File: src/rtl/spi_sel_master.sv
module spi_sel_master #(
  parameter int RW = 8
) (
  input  logic       clk,
  input  logic       rst_n,
  input  logic       reg_wr,
  input  logic       reg_rd,
  input  logic [2:0] reg_addr,
  input  logic [7:0] reg_wdata,
  output logic [7:0] reg_rdata,
  output logic       spi_sclk,
  output logic       spi_ss_n,
  output logic       spi_mosi,
  input  logic       spi_miso
);
  localparam int CW = 2*RW + 3;

  typedef enum logic [2:0] {S_IDLE, S_LEAD, S_SHIFT, S_LAG, S_GAP} state_t;

  state_t          state;
  logic            en_r, loop_r, idle_r;
  logic [RW-1:0]   div_r, lead_r, lag_r, gap_r;
  logic [RW-1:0]   hcnt;
  logic [CW-1:0]   cnt;
  logic [3:0]      ph;
  logic [7:0]      tx_sh, rx_sh, rx_data;
  logic            done_r, sclk_r, ss_r;

  logic            busy, wr_ctrl, wr_cfg, start, rd_data, abort, miso_eff;
  logic [CW-1:0]   half_len, lead_len, lag_len, gap_len;

  assign busy     = (state != S_IDLE);
  assign wr_ctrl  = reg_wr && (reg_addr == 3'd0);
  assign wr_cfg   = reg_wr && !busy;
  assign start    = reg_wr && (reg_addr == 3'd5) && en_r && !busy;
  assign rd_data  = reg_rd && (reg_addr == 3'd5);
  assign abort    = wr_ctrl && !reg_wdata[0] && busy;

  assign half_len = CW'(div_r) + CW'(1);
  assign lead_len = (CW'(lead_r) + CW'(1)) * half_len * CW'(2);
  assign lag_len  = (CW'(lag_r)  + CW'(1)) * half_len * CW'(2);
  assign gap_len  = (CW'(gap_r)  + CW'(1)) * half_len * CW'(2) + CW'(2);

  assign spi_mosi = (state == S_LEAD || state == S_SHIFT) ? tx_sh[7] : idle_r;
  assign miso_eff = loop_r ? spi_mosi : spi_miso;
  assign spi_sclk = sclk_r;
  assign spi_ss_n = ss_r;

  always_comb begin
    case (reg_addr)
      3'd0:    reg_rdata = {5'd0, idle_r, loop_r, en_r};
      3'd1:    reg_rdata = 8'(div_r);
      3'd2:    reg_rdata = 8'(lead_r);
      3'd3:    reg_rdata = 8'(lag_r);
      3'd4:    reg_rdata = 8'(gap_r);
      3'd5:    reg_rdata = rx_data;
      3'd6:    reg_rdata = {6'd0, done_r, busy};
      default: reg_rdata = 8'd0;
    endcase
  end

  always_ff @(posedge clk or negedge rst_n) begin
    if (!rst_n) begin
      en_r   <= 1'b0;
      loop_r <= 1'b0;
      idle_r <= 1'b1;
      div_r  <= '0;
      lead_r <= '0;
      lag_r  <= '0;
      gap_r  <= '0;
    end else begin
      if (wr_ctrl) begin
        en_r   <= reg_wdata[0];
        loop_r <= reg_wdata[1];
        idle_r <= reg_wdata[2];
      end
      if (wr_cfg && reg_addr == 3'd1) div_r  <= reg_wdata[RW-1:0];
      if (wr_cfg && reg_addr == 3'd2) lead_r <= reg_wdata[RW-1:0];
      if (wr_cfg && reg_addr == 3'd3) lag_r  <= reg_wdata[RW-1:0];
      if (wr_cfg && reg_addr == 3'd4) gap_r  <= reg_wdata[RW-1:0];
    end
  end

  always_ff @(posedge clk or negedge rst_n) begin
    if (!rst_n) begin
      state   <= S_IDLE;
      cnt     <= '0;
      hcnt    <= '0;
      ph      <= '0;
      tx_sh   <= '0;
      rx_sh   <= '0;
      rx_data <= '0;
      done_r  <= 1'b0;
      sclk_r  <= 1'b0;
      ss_r    <= 1'b1;
    end else begin
      if (rd_data) done_r <= 1'b0;
      if (abort) begin
        state  <= S_IDLE;
        sclk_r <= 1'b0;
        ss_r   <= 1'b1;
      end else begin
        case (state)
          S_IDLE: if (start) begin
            state <= S_LEAD;
            ss_r  <= 1'b0;
            tx_sh <= reg_wdata;
            cnt   <= '0;
          end
          S_LEAD: begin
            if (cnt == lead_len - CW'(1)) begin
              state  <= S_SHIFT;
              sclk_r <= 1'b1;
              rx_sh  <= {rx_sh[6:0], miso_eff};
              ph     <= '0;
              hcnt   <= '0;
            end else begin
              cnt <= cnt + CW'(1);
            end
          end
          S_SHIFT: begin
            if (hcnt == div_r) begin
              hcnt <= '0;
              if (!ph[0]) begin
                sclk_r <= 1'b0;
                tx_sh  <= {tx_sh[6:0], 1'b0};
                if (ph == 4'd14) begin
                  state <= S_LAG;
                  cnt   <= '0;
                end else begin
                  ph <= ph + 4'd1;
                end
              end else begin
                sclk_r <= 1'b1;
                rx_sh  <= {rx_sh[6:0], miso_eff};
                ph     <= ph + 4'd1;
              end
            end else begin
              hcnt <= hcnt + RW'(1);
            end
          end
          S_LAG: begin
            if (cnt == lag_len - CW'(1)) begin
              state   <= S_GAP;
              ss_r    <= 1'b1;
              cnt     <= '0;
              done_r  <= 1'b1;
              rx_data <= rx_sh;
            end else begin
              cnt <= cnt + CW'(1);
            end
          end
          S_GAP: begin
            if (cnt == gap_len - CW'(1)) state <= S_IDLE;
            else cnt <= cnt + CW'(1);
          end
          default: state <= S_IDLE;
        endcase
      end
    end
  end
endmodule

File: config.mk
export PLATFORM = sky130hd
export DESIGN_NAME = spi_sel_master
export DESIGN_NICKNAME = d
export VERILOG_FILES = /design/src/rtl/spi_sel_master.sv
export SDC_FILE = /design/constraint.sdc
export NUM_CORES = 1
export LEC_CHECK = 0
export ABC_AREA = 1
export CORE_MARGIN = 4
export CORE_UTILIZATION = 53
export DETAILED_ROUTE_END_ITERATION = 8
export DONT_BUFFER_PORTS = 1
export GPL_ROUTABILITY_DRIVEN = 1
export PLACE_DENSITY = 0.68
export SETUP_SLACK_MARGIN = 0.02
export SYNTH_ARGS = -nofsm -noshare
export SYNTH_HDL_FRONTEND = slang
export SYNTH_SLANG_ARGS = --single-unit
export TNS_END_PERCENT = 50
File: constraint.sdc
create_clock -name clk -period 6.85 [get_ports clk]
set_input_delay 1.37 -clock clk [delete_from_list [all_inputs] [get_ports clk]]
set_output_delay 1.37 -clock clk [all_outputs]
set_load 0.1 [all_outputs]
==> key figures <==
STA
  – Worst Skew: roughly 0.014 ns
  – Final hold vios: 0
  – Setup TNS: 0 ns
  – Number of max-slew violations in the final report: 0
  – Max_slew headroom: a little under a quarter
  – Minimum clock period: 6.34 ns
  – RSZ-0062 raised after global routing: no
  – # setup viols final: 0
  – Fmax: 158 MHz
  – Final cycle utilization of the critical path: 92.6%
  – Tightest Pin Transition: 1.14 ns

Synthesis
  – Synth top area share: about a fifth
  – Sequential element share of the synthesized area: 15.2%
  – Mean post-synth cell area: just under 7 um2
  – Seq cells post-synth: 96
  – Synth top area cells: fa_1 19%, dfrtp_1 15%, nand2_1 15%, inv_1 10%, ha_1 9.8%
  – Ys flop type: dfrtp_1
  – Warnings, synthesis: 0
  – Most frequent cells after synthesis: 624 x nand2_1, 428 x inv_1, 290 x nor2_1, 151 x nand3_1, 150 x fa_1
  – Synth Cell Area: 15800 um2
  – Mapped Cells: 2326
  – Asr flop ratio synth: 100%
  – Yosys cell types: 48
  – Dominant cell type by area after synthesis: fa_1
  – Mapped Nets: 2616
  – EDFF count, synth: 0
  – Most common cell in the netlist: nand2_1

Clock network
  – Num CTS Buffers: 9
  – CTS tree: yes
  – CTS sink cnt: 96
  – Max Buffers Root-to-Sink: 2
  – Root Driver: clkbuf_16
  – H-tree levels: 3
  – Clock latency at the later pin of the worst-skew pair: about 0.38 ns
  – Cts-stage hold buffer count: 0
  – Worst-path clk slew: 0.08 ns

Critical path
  – Worst path arrival time: 6.59 ns
  – Worst EP required: 7.10 ns
  – CP max stage delay: 0.57 ns
  – Cell mode on critical path: nand2_1
  – Slowest CP cell: fa_1
  – Worst Path Max Fanout: 7
  – R2R Setup Slk: 0.51 ns
  – Startpoint types: register
  – Crit. End Element: register
  – Critical path type: register to register

Global route
  – Met2 usage: 45.6%
  – Total gr overflow: 0
  – Vias in the first global route: 14200
  – Initial antenna violation count: 1
  – Largest net degree at the start of global routing: 97
  – Top Usage Layer GRT: met2
  – Met3 Usage GRT: between 3 and 4%
  – GR Util All Layers: 27.6%
  – First-pass GRT wire length: between 70000 and 80000 um
  – Met1 Use GR: 37.1%

Route
  – Wire per inst: 16.3 um
  – Detail Route Antenna Nets: 0
  – WL final: 44200 um
  – DRT iter0 DRCs: 1089
  – Residual DRC: 0
  – DR vias: 14600
  – Drt first pass iters: 5
  – Drt via density: 5.36

Place
  – Placer Congestion: 0.971
  – Post-DP HPWL: 36400 um
  – # port buffers: 0

Hold path
  – HP Class: register to register

Floorplan
  – Die X: 181 um
  – Total core area: 29000 um2
  – Ports: 27
  – Initial Util: 54.4%
  – Die Y: between 150 and 200 um
  – # rows: 62
  – Die ar.: 32600 um2

Layout
  – ANT cells: 0
  – Fraction of layout instances using a drive strength above 1: approximately 7.8%
  – Post-layout nets: approximately 2600
  – Filler cells: between 2000 and 3000
  – Syn-to-layout area delta: 6.15%

Status
  – Status: finished clean

Job
  – Max-Cap Viols: 0
==> path summary, 6_finish.rpt <==
check / start / cells past startpoint / end
setup / recovery: lead_r[0]$_DFFE_PN0P_ / 33 / hcnt[5]$_DFFE_PN0P_
hold / removal: rx_sh[5]$_DFFE_PN0P_ / 2 / rx_sh[5]$_DFFE_PN0P_
setup reg to reg: lead_r[0]$_DFFE_PN0P_ / 33 / hcnt[5]$_DFFE_PN0P_
hold reg to reg: rx_sh[5]$_DFFE_PN0P_ / 2 / rx_sh[5]$_DFFE_PN0P_
max in group asynchronous: rst_n / 0 / spi_ss_n$_DFFE_PN1P_
min in group asynchronous: rst_n / 0 / rx_sh[5]$_DFFE_PN0P_
==> worst max-delay path, delay by kind of cell, from the launching register on <==
| kind | cells | cell delay (ns) |
|---|---|---|
| DFF | 1 | 0.38 |
| AOI/OAI and AO/OA | 2 | 0.27 |
| buffers and inverters | 5 | 0.48 |
| and+or+nand+nor | 21 | 2.62 |
| adders and majority gates | 5 | 2.45 |
==> timing repair <==
item	4_1_cts	5_1_grt
gates resized for setup	0	18
setup buffers	0	4
endpoints found under the setup margin	0	53
==> placed cells by master (no fill, tap or decap), drive strengths merged, types with 2 or more instances in the layout <==
cell type	count
clkinv	7
ha	124
inv	446
fa	150
nor4	10
a31oi	3
a211oi	3
nand3b	8
clkbuf	9
xor2	45
a221oi	6
o21ai	90
o22ai	7
nor3	36
nand3	162
nor2	313
mux2	2
o211ai	7
nand4	42
xnor2	21
or2	4
nand2	658
a21oi	33
dfrtp	94
o21bai	2
a21o	2
buf	37
o221ai	5
dfstp	2
==> through the flow <==
stage | hold slack [ns] | cells | setup slack, ns | area, um2 | utilization (%)
after floorplan | 0.453 | 2326 | 1.00 | 15800 | -
final | 0.485 | 2717 | 0.509 | 16700 | 57.7
after detailed placement | 0.469 | 2696 | 0.124 | 16400 | 56.4
after global placement | 0.465 | 2696 | 0.192 | 16400 | 56.4
after global routing | 0.506 | 2717 | 0.0109 | 16700 | 57.7
after CTS | 0.491 | 2712 | 0.126 | 16700 | 57.4
==> area by class of cell <==
cell class	count	area [um2]	area share, %
Clock buffer	9	225	1.34
Clock inverter	7	81.3	0.486
Inverter	446	1680	10.0
Multi-Input combinational cell	1738	11600	69.1
Sequential cell	96	2410	14.4
Tap cell	384	480	2.87
Timing Repair Buffer	37	298	1.78
==> metal layers <==
metal	wire length, um	up-vias	part of all wire, %
met2	20600	490	47
met5	13	-	0.029
met3	2590	102	5.9
met4	1660	2	3.8
met1	19400	6784	44
li1	-	7187	-
==> sequential cells by signal, summed over array words and instances, names as in the netlist, 3 cells and up <==
signal,cells
cnt,19
lead_r,8
lag_r,8
rx_data,8
state,3
div_r,8
tx_sh,8
hcnt,8
ph,4
gap_r,8
rx_sh,8
==> kinds of logic (layout without fill, tap and decap cells) <==
logic type | count (synthesis) | count (layout) | synth area share [%]
AND/OR/NAND/NOR | 1232 | 1233 | 33.9
buffers and inverters | 493 | 499 | 12.0
adder cells (fa/ha/maj) | 274 | 274 | 28.9
AO/OA/AOI/OAI | 162 | 162 | 6.11
flip-flops | 96 | 96 | 15.2
XOR/XNOR | 66 | 66 | 3.66
multiplexers | 3 | 3 | 0.206
Power is left out: the tool's default activity adds up to more than one toggle a clock period on the data nets, which glitch-free logic cannot reach.
